## src/rtl/twi_cfg_pkg.sv

```systemverilog
package twi_cfg_pkg;
  localparam int NREG  = 4;
  localparam int IDX_W = $clog2(NREG);

  localparam logic [3:0] DEV_ID = 4'b1011;

  localparam logic [7:0] A_CTRL_HI = 8'h02;
  localparam logic [7:0] A_CTRL_LO = 8'h03;
  localparam logic [7:0] A_FREQ_HI = 8'h08;
  localparam logic [7:0] A_FREQ_LO = 8'h09;
  localparam logic [7:0] A_ADDR    = 8'h0D;
  localparam logic [7:0] A_RANGE   = 8'h0E;
  localparam logic [7:0] A_FACT    = 8'h37;
  localparam logic [7:0] A_COMMIT  = 8'h3F;

  localparam int I_CTRL  = 0;
  localparam int I_FREQ  = 1;
  localparam int I_RANGE = 2;
  localparam int I_ADDR  = 3;

  localparam logic [15:0] KEEP_CTRL  = 16'hFFC0;
  localparam logic [15:0] KEEP_FREQ  = 16'hFFC0;
  localparam logic [15:0] KEEP_RANGE = 16'h001F;
  localparam logic [15:0] KEEP_ADDR  = 16'h000F;
  localparam logic [7:0]  ADDR_FILL  = 8'hF0;
  localparam int          WC_BIT     = 3;

  typedef enum logic [2:0] {
    E_IDLE, E_ADDR, E_AACK, E_WDAT, E_WACK, E_RDAT, E_RACK
  } eng_st_t;

  typedef enum logic [1:0] {
    S_LOAD, S_IDLE, S_STORE, S_HOLD
  } seq_st_t;
endpackage

```

## src/rtl/twi_line_sync.sv

```systemverilog
module twi_line_sync #(
  parameter int SYNC_STAGES = 2
) (
  input  logic clk,
  input  logic rst,
  input  logic scl_i,
  input  logic sda_i,
  output logic scl_rise,
  output logic scl_fall,
  output logic start_det,
  output logic stop_det,
  output logic sda_lvl
);
  logic [SYNC_STAGES-1:0] scl_sh, sda_sh;
  logic scl_prev, sda_prev;
  logic scl_now, sda_now;

  assign scl_now = scl_sh[SYNC_STAGES-1];
  assign sda_now = sda_sh[SYNC_STAGES-1];

  always_ff @(posedge clk) begin
    if (rst) begin
      scl_sh   <= '1;
      sda_sh   <= '1;
      scl_prev <= 1'b1;
      sda_prev <= 1'b1;
    end else begin
      scl_sh   <= {scl_sh[SYNC_STAGES-2:0], scl_i};
      sda_sh   <= {sda_sh[SYNC_STAGES-2:0], sda_i};
      scl_prev <= scl_now;
      sda_prev <= sda_now;
    end
  end

  assign scl_rise  = scl_now & ~scl_prev;
  assign scl_fall  = ~scl_now & scl_prev;
  assign start_det = scl_now & scl_prev & sda_prev & ~sda_now;
  assign stop_det  = scl_now & scl_prev & ~sda_prev & sda_now;
  assign sda_lvl   = sda_now;
endmodule

```

## src/rtl/twi_byte_engine.sv

```systemverilog
module twi_byte_engine
  import twi_cfg_pkg::*;
(
  input  logic       clk,
  input  logic       rst,
  input  logic       scl_rise,
  input  logic       scl_fall,
  input  logic       start_det,
  input  logic       stop_det,
  input  logic       sda_lvl,
  input  logic [2:0] dev_addr,
  input  logic       busy,
  input  logic [7:0] rd_data,
  output logic       sda_pull,
  output logic       wr_v,
  output logic       wr_first,
  output logic [7:0] wr_byte,
  output logic       rd_req
);
  eng_st_t    st;
  logic [3:0] cnt;
  logic [7:0] shreg;
  logic       rw, first, mack;

  always_ff @(posedge clk) begin
    wr_v   <= 1'b0;
    rd_req <= 1'b0;
    if (rst) begin
      st       <= E_IDLE;
      cnt      <= '0;
      shreg    <= '0;
      rw       <= 1'b0;
      first    <= 1'b0;
      mack     <= 1'b0;
      sda_pull <= 1'b0;
      wr_first <= 1'b0;
      wr_byte  <= '0;
    end else if (start_det) begin
      st       <= E_ADDR;
      cnt      <= '0;
      sda_pull <= 1'b0;
    end else if (stop_det) begin
      st       <= E_IDLE;
      sda_pull <= 1'b0;
    end else begin
      case (st)
        E_ADDR, E_WDAT: begin
          if (scl_rise) begin
            shreg <= {shreg[6:0], sda_lvl};
            cnt   <= cnt + 4'd1;
          end else if (scl_fall && cnt == 4'd8) begin
            cnt <= '0;
            if (st == E_ADDR) begin
              if (shreg[7:1] == {DEV_ID, dev_addr} && !busy) begin
                sda_pull <= 1'b1;
                rw       <= shreg[0];
                first    <= 1'b1;
                st       <= E_AACK;
              end else begin
                st <= E_IDLE;
              end
            end else begin
              wr_v     <= 1'b1;
              wr_first <= first;
              wr_byte  <= shreg;
              first    <= 1'b0;
              sda_pull <= 1'b1;
              st       <= E_WACK;
            end
          end
        end
        E_AACK: begin
          if (scl_fall) begin
            if (rw) begin
              shreg    <= rd_data;
              sda_pull <= ~rd_data[7];
              rd_req   <= 1'b1;
              st       <= E_RDAT;
            end else begin
              sda_pull <= 1'b0;
              st       <= E_WDAT;
            end
          end
        end
        E_WACK: begin
          if (scl_fall) begin
            sda_pull <= 1'b0;
            st       <= E_WDAT;
          end
        end
        E_RDAT: begin
          if (scl_rise) begin
            cnt <= cnt + 4'd1;
          end else if (scl_fall) begin
            if (cnt == 4'd8) begin
              cnt      <= '0;
              sda_pull <= 1'b0;
              st       <= E_RACK;
            end else begin
              shreg    <= {shreg[6:0], 1'b0};
              sda_pull <= ~shreg[6];
            end
          end
        end
        E_RACK: begin
          if (scl_rise) begin
            mack <= ~sda_lvl;
          end else if (scl_fall) begin
            if (mack) begin
              shreg    <= rd_data;
              sda_pull <= ~rd_data[7];
              rd_req   <= 1'b1;
              st       <= E_RDAT;
            end else begin
              st <= E_IDLE;
            end
          end
        end
        default: ;
      endcase
    end
  end
endmodule

```

## src/rtl/twi_reg_bank.sv

```systemverilog
module twi_reg_bank
  import twi_cfg_pkg::*;
#(
  parameter int          NV_BUSY_CYCLES = 2000,
  parameter logic [15:0] DEF_CTRL       = 16'h0100,
  parameter logic [9:0]  DEF_FREQ       = 10'd500,
  parameter logic [4:0]  FACTORY_RANGE  = 5'h12,
  parameter logic [2:0]  DEF_DEV        = 3'd0
) (
  input  logic        clk,
  input  logic        rst,
  input  logic        stop_det,
  input  logic        wr_v,
  input  logic        wr_first,
  input  logic [7:0]  wr_byte,
  input  logic        rd_req,
  output logic [7:0]  rd_data,
  output logic [15:0] ctrl_word,
  output logic [9:0]  freq_code,
  output logic [4:0]  range_off,
  output logic [2:0]  dev_addr,
  output logic        wr_ctl,
  output logic        busy
);
  localparam int TMR_W = $clog2(NV_BUSY_CYCLES + 1);
  localparam logic [NREG-1:0]  ADDR_ONLY = NREG'(1 << I_ADDR);
  localparam logic [IDX_W-1:0] LAST_IDX  = IDX_W'(NREG - 1);

  function automatic logic [15:0] init_word(input int i);
    case (i)
      I_CTRL:  return DEF_CTRL & KEEP_CTRL;
      I_FREQ:  return {DEF_FREQ, 6'b0};
      I_RANGE: return {11'b0, FACTORY_RANGE};
      default: return {13'b0, DEF_DEV};
    endcase
  endfunction

  logic [15:0]      nv_mem [NREG];
  logic [15:0]      wreg   [NREG];
  seq_st_t          seq;
  logic [IDX_W-1:0] idx;
  logic [NREG-1:0]  dirty, set_q, sel_now;
  logic             commit_all;
  logic [7:0]       ptr;
  logic [TMR_W-1:0] tmr;

  initial begin
    for (int i = 0; i < NREG; i++) nv_mem[i] = init_word(i);
  end

  always_ff @(posedge clk) begin
    if (seq == S_STORE && set_q[idx]) nv_mem[idx] <= wreg[idx];
  end

  always_comb begin
    if (commit_all)              sel_now = '1;
    else if (wreg[I_ADDR][WC_BIT]) sel_now = dirty & ADDR_ONLY;
    else                         sel_now = dirty;
  end

  always_ff @(posedge clk) begin
    if (rst) begin
      seq        <= S_LOAD;
      idx        <= '0;
      ptr        <= '0;
      dirty      <= '0;
      set_q      <= '0;
      commit_all <= 1'b0;
      tmr        <= '0;
      for (int i = 0; i < NREG; i++) wreg[i] <= '0;
    end else begin
      case (seq)
        S_LOAD: begin
          wreg[idx] <= nv_mem[idx];
          idx       <= idx + 1'b1;
          if (idx == LAST_IDX) seq <= S_IDLE;
        end
        S_STORE: begin
          idx <= idx + 1'b1;
          if (idx == LAST_IDX) begin
            seq <= S_HOLD;
            tmr <= '0;
          end
        end
        S_HOLD: begin
          tmr <= tmr + 1'b1;
          if (tmr == TMR_W'(NV_BUSY_CYCLES - 1)) seq <= S_IDLE;
        end
        default: begin
          if (stop_det && sel_now != '0) begin
            set_q <= sel_now;
            idx   <= '0;
            seq   <= S_STORE;
          end
        end
      endcase

      if (wr_v && seq == S_IDLE) begin
        if (wr_first) begin
          ptr <= wr_byte;
          if (wr_byte == A_COMMIT) commit_all <= 1'b1;
        end else begin
          ptr <= ptr + 8'd1;
          case (ptr)
            A_CTRL_HI: begin wreg[I_CTRL][15:8] <= wr_byte & KEEP_CTRL[15:8]; dirty[I_CTRL] <= 1'b1; end
            A_CTRL_LO: begin wreg[I_CTRL][7:0]  <= wr_byte & KEEP_CTRL[7:0];  dirty[I_CTRL] <= 1'b1; end
            A_FREQ_HI: begin wreg[I_FREQ][15:8] <= wr_byte & KEEP_FREQ[15:8]; dirty[I_FREQ] <= 1'b1; end
            A_FREQ_LO: begin wreg[I_FREQ][7:0]  <= wr_byte & KEEP_FREQ[7:0];  dirty[I_FREQ] <= 1'b1; end
            A_RANGE:   begin wreg[I_RANGE] <= {8'h00, wr_byte & KEEP_RANGE[7:0]}; dirty[I_RANGE] <= 1'b1; end
            A_ADDR:    begin wreg[I_ADDR]  <= {8'h00, wr_byte & KEEP_ADDR[7:0]};  dirty[I_ADDR]  <= 1'b1; end
            default: ;
          endcase
        end
      end else if (rd_req) begin
        ptr <= ptr + 8'd1;
      end

      if (stop_det) begin
        dirty      <= '0;
        commit_all <= 1'b0;
      end
    end
  end

  always_comb begin
    case (ptr)
      A_CTRL_HI: rd_data = wreg[I_CTRL][15:8];
      A_CTRL_LO: rd_data = wreg[I_CTRL][7:0];
      A_FREQ_HI: rd_data = wreg[I_FREQ][15:8];
      A_FREQ_LO: rd_data = wreg[I_FREQ][7:0];
      A_RANGE:   rd_data = wreg[I_RANGE][7:0];
      A_ADDR:    rd_data = wreg[I_ADDR][7:0] | ADDR_FILL;
      A_FACT:    rd_data = {3'b000, FACTORY_RANGE};
      default:   rd_data = 8'h00;
    endcase
  end

  assign ctrl_word = wreg[I_CTRL];
  assign freq_code = wreg[I_FREQ][15:6];
  assign range_off = wreg[I_RANGE][4:0];
  assign dev_addr  = wreg[I_ADDR][2:0];
  assign wr_ctl    = wreg[I_ADDR][WC_BIT];
  assign busy      = (seq != S_IDLE);
endmodule

```

## src/rtl/twi_cfg_regs.sv

```systemverilog
module twi_cfg_regs
  import twi_cfg_pkg::*;
#(
  parameter int          NV_BUSY_CYCLES = 2000,
  parameter int          SYNC_STAGES    = 2,
  parameter logic [15:0] DEF_CTRL       = 16'h0100,
  parameter logic [9:0]  DEF_FREQ       = 10'd500,
  parameter logic [4:0]  FACTORY_RANGE  = 5'h12,
  parameter logic [2:0]  DEF_DEV        = 3'd0
) (
  input  logic        clk,
  input  logic        rst,
  input  logic        scl_i,
  input  logic        sda_i,
  output logic        sda_pull_o,
  output logic [15:0] ctrl_word_o,
  output logic [9:0]  freq_code_o,
  output logic [4:0]  range_off_o,
  output logic [2:0]  addr_bits_o,
  output logic        wr_ctl_o,
  output logic        nv_busy_o
);
  logic       scl_rise, scl_fall, start_det, stop_det, sda_lvl;
  logic       wr_v, wr_first, rd_req;
  logic [7:0] wr_byte, rd_data;

  twi_line_sync #(.SYNC_STAGES(SYNC_STAGES)) i_sync (
    .clk(clk), .rst(rst), .scl_i(scl_i), .sda_i(sda_i),
    .scl_rise(scl_rise), .scl_fall(scl_fall),
    .start_det(start_det), .stop_det(stop_det), .sda_lvl(sda_lvl)
  );

  twi_byte_engine i_eng (
    .clk(clk), .rst(rst), .scl_rise(scl_rise), .scl_fall(scl_fall),
    .start_det(start_det), .stop_det(stop_det), .sda_lvl(sda_lvl),
    .dev_addr(addr_bits_o), .busy(nv_busy_o), .rd_data(rd_data),
    .sda_pull(sda_pull_o), .wr_v(wr_v), .wr_first(wr_first),
    .wr_byte(wr_byte), .rd_req(rd_req)
  );

  twi_reg_bank #(
    .NV_BUSY_CYCLES(NV_BUSY_CYCLES), .DEF_CTRL(DEF_CTRL), .DEF_FREQ(DEF_FREQ),
    .FACTORY_RANGE(FACTORY_RANGE), .DEF_DEV(DEF_DEV)
  ) i_bank (
    .clk(clk), .rst(rst), .stop_det(stop_det), .wr_v(wr_v),
    .wr_first(wr_first), .wr_byte(wr_byte), .rd_req(rd_req),
    .rd_data(rd_data), .ctrl_word(ctrl_word_o), .freq_code(freq_code_o),
    .range_off(range_off_o), .dev_addr(addr_bits_o), .wr_ctl(wr_ctl_o),
    .busy(nv_busy_o)
  );
endmodule

```

## config.mk

```make
export PLATFORM = sky130hd
export DESIGN_NAME = twi_cfg_regs
export DESIGN_NICKNAME = d
export VERILOG_FILES = /design/src/rtl/twi_cfg_pkg.sv /design/src/rtl/twi_line_sync.sv /design/src/rtl/twi_byte_engine.sv /design/src/rtl/twi_reg_bank.sv /design/src/rtl/twi_cfg_regs.sv
export SDC_FILE = /design/constraint.sdc
export NUM_CORES = 1
export LEC_CHECK = 0
export BUFFER_PORTS_ARGS = -buffer_cell sky130_fd_sc_hd__buf_4
export CAP_MARGIN = 20
export CORE_MARGIN = 5
export CORE_UTILIZATION = 45
export CTS_CLUSTER_DIAMETER = 150
export DETAILED_ROUTE_END_ITERATION = 10
export GPL_ROUTABILITY_DRIVEN = 0
export PLACE_DENSITY = 0.59
export SYNTH_ARGS = -nofsm -noshare
export SYNTH_HDL_FRONTEND = slang
export SYNTH_HIERARCHICAL = 1
export SYNTH_SLANG_ARGS = --single-unit
export TNS_END_PERCENT = 1
```

## constraint.sdc

```tcl
create_clock -name clk -period 6.87 [get_ports clk]
set_clock_uncertainty 0.2 [all_clocks]
set_input_delay 0 -clock clk [delete_from_list [all_inputs] [get_ports clk]]
set_output_delay 0 -clock clk [all_outputs]
set_load 0.01 [all_outputs]
```

==> results_dict.tcl <==
set metrics [dict create \
    path_class "reg2reg" \
    layout_min_cycle_time_ns 2.96 \
    r2r_slack_ns 3.91 \
    synth_warnings 6 \
    io_pins 41 \
    ctsResizeCount 0 \
    hold_class "in2reg" \
    comb_power_share 0.227 \
    grt_max_degree 65 \
    cts_root_buf "clkbuf_16" \
    grt_antenna_before_repair 0 \
    cts_hold_buf 3 \
    arrival_ns 2.90 \
    power.leakage_uw 0.00379 \
    ys_seq_area_frac 0.543 \
    dp_hpwl_mm 17.6 \
    totalWireLength_mm 24.9 \
    drive_gt1_frac 0.178 \
    post_cts_buffers 0 \
    clk_pin_slew_worst_paths_ns 0.08 \
    synth_ff_type "edfxtp_1" \
    clkLatencyLatePin_ns 0.44 \
    finalSetupViolations 0 \
    rsz0062_at_grt "no" \
    syn_nets 788 \
    grt_overflow 0 \
    grt_usage 0.203 \
    cts_made_buffers 17 \
    holdCritStartpoint "scl_i" \
    async_flop_share 0 \
    p_sw_uw 1010 \
    dp_cells 1019 \
    peakVddDrop_mv 0.166 \
    layout_common_cells "edfxtp_1 (128), dfxtp_1 (69), and3_1 (50)" \
    nets 789 \
    die_area_um2 24500 \
    netlist_instances 769 \
    instances_no_fill 1058 \
    dieWidth_um 156 \
    ys_seq_elements 198 \
    synth.largest_area_cell "edfxtp_1" \
    critPathMaxFanout 17 \
    fin_setup_tns_ns 0 \
    period_share 0.431 \
    cts_sinks 198 \
    intPower_uw 2250 \
    netlist_area_um2 9650 \
    clockBufferDepth 2 \
    die-height_um 156 \
    postRouteAntennaNets 0 \
    vias_per_cell 6.22 \
    fin_util 0.501 \
    synth_top_cell_area_share 0.398 \
    cts_tree "built" \
    start_util 0.458 \
    stdcell_area_um2 10600 \
    worstMarginPinSlew_ns 1.14 \
    max-cap-violations 0 \
    grt_first_pass_wirelength_mm 37.6 \
    dr.pass1.iters 5 \
    n_fill_cell 1865 \
    vias 6581 \
    max_freq_mhz 338 \
    whs_ns 0.0793 \
    power_frac_seq 0.485 \
    r2r-start "i_bank/ptr[4]" \
    critPathCaptureType "flop" \
    first_global_vias 6258 \
    powerDensity_nw_per_um2 308 \
    htree_num_levels 4 \
    r2r_end "i_bank/wreg[1][0]" \
    cp.required_ns 6.81 \
    ys_types 79 \
    dr.first_iter.drc_count 575 \
    numPortBuffers 40 \
    clockPowerShare 0.288 \
    synth_edf_count 128 \
    min_to "i_sync/scl_sh[0]" \
    rows 53 \
    syn_to_final_growth_pct 9.47 \
    crit_path_start_kind "flop" \
    layout_commonest_cell "edfxtp_1" \
    reg2reg_depth 5 \
    holdPathStages 3 \
    coreArea_um2 21100 \
    hold_viol 0 \
    wire_per_inst_um 23.5 \
    dpl-instance-area_um2 9960 \
    relSlewSlack 0.235 \
    drc 0 \
    outcome "finished, final reports clean" \
    switching_share 0.309 \
    diodes 0 \
    slew_violations 0 \
    ys_top_cells_by_area "edfxtp_1 (40%), dfxtp_1 (15%), mux4_2 (7.7%)" \
    syn_avg_cell_area_um2 12.6 \
]
-- flip-flops by register name (all words and copies together), names as in the netlist, 2 cells and up, named ones only --
| register | count |
|---|---|
| i_sync/sda_sh | 2 |
| i_eng/shreg | 8 |
| i_bank/set_q | 4 |
| i_bank/ptr | 8 |
| i_bank/wreg | 64 |
| i_bank/nv_mem | 64 |
| i_bank/tmr | 11 |
| i_bank/dirty | 4 |
| i_bank/seq | 2 |
| i_eng/cnt | 4 |
| i_sync/scl_sh | 2 |
| i_bank/idx | 2 |
| i_eng/st | 3 |
| i_eng/wr_byte | 8 |
-- power by group through the flow --
stage / combinational (uW) / clock, uW / sequential, uW
after global routing: 796 / 1010 / 1580
final: 739 / 940 / 1580
after global placement: 718 / 0 / 1600
after CTS: 739 / 959 / 1580
after detailed placement: 735 / 0 / 1610
after floorplan: 505 / 0 / 1540
-- logic make-up after synthesis --
group,count (synthesis),synth area share
buffers and inverters,86,0.0447
adder cells (fa/ha/maj),15,0.0194
multiplexers,52,0.101
AO/OA/AOI/OAI,159,0.127
XOR/XNOR,13,0.0118
AND/OR/NAND/NOR,246,0.152
flip-flops,198,0.543
-- final cells by class --
| type | count | area (um2) | share of cell area |
|---|---|---|---|
| repair buffers | 50 | 383 | 0.0362 |
| flip-flops and latches | 198 | 5250 | 0.496 |
| clock inverters | 14 | 119 | 0.0112 |
| inverters | 18 | 67.6 | 0.00639 |
| clock buffers | 18 | 429 | 0.0406 |
| well taps | 275 | 344 | 0.0326 |
| multi-input cells | 485 | 3980 | 0.377 |
-- metal layers --
layer | global-route usage | share of wire | up-vias
met4 | 0.0525 | 0.022 | 0
met2 | 0.351 | 0.51 | 225
li1 | - | - | 2977
met3 | 0.0409 | 0.059 | 38
met5 | 0 | 0 | -
met1 | 0.263 | 0.41 | 3341
-- cells in the mapped netlist, drive strengths merged, types with 5 or more instances --
cell,instances
clkbuf,25
xor2,5
nand2b,9
nor3,13
mux2,10
nand2,24
nor2,46
a22oi,7
buf,43
nor2b,22
or2,6
and4b,5
a311oi,7
xnor2,8
nor4,8
mux4,33
nand3,17
a32oi,7
o21ai,18
a31oi,5
a22o,39
a21oi,26
and3,51
dfxtp,70
edfxtp,128
o211ai,5
ha,15
and2,11
inv,18
nand4,10
a211oi,6
mux2i,9
-- metrics by stage --
step | power [uW] | setup WS (ns)
after floorplan | 2050 | 4.47
after global routing | 3390 | 3.74
after global placement | 2320 | 3.67
after detailed placement | 2340 | 3.56
after CTS | 3280 | 3.54
final | 3260 | 3.91
-- worst max-delay path, cell delays in order (launching register included) --
cell and delay [ns]:
dfxtp_1 0.39, nor4_4 0.74, and2_0 0.46, nand2_1 0.17
o21ai_0 0.42, buf_2 0.28
-- worst max-delay path by stage --
stage / end / from / slack [ns] / cells after the start
final: i_bank/wreg[1][0] / i_bank/ptr[4] / 3.91 / 5
after floorplan: i_bank/wreg[1][0] / i_bank/ptr[0] / 4.47 / 6
after global placement: i_bank/wreg[1][2] / i_bank/seq[0] / 3.67 / 6
after CTS: i_bank/wreg[1][4] / i_bank/seq[0] / 3.54 / 6
after detailed placement: i_bank/wreg[1][4] / i_bank/seq[0] / 3.56 / 6
after global routing: i_eng/shreg[0] / i_bank/ptr[0] / 3.74 / 8
Note: power is estimated with default switching activity, not from simulation.
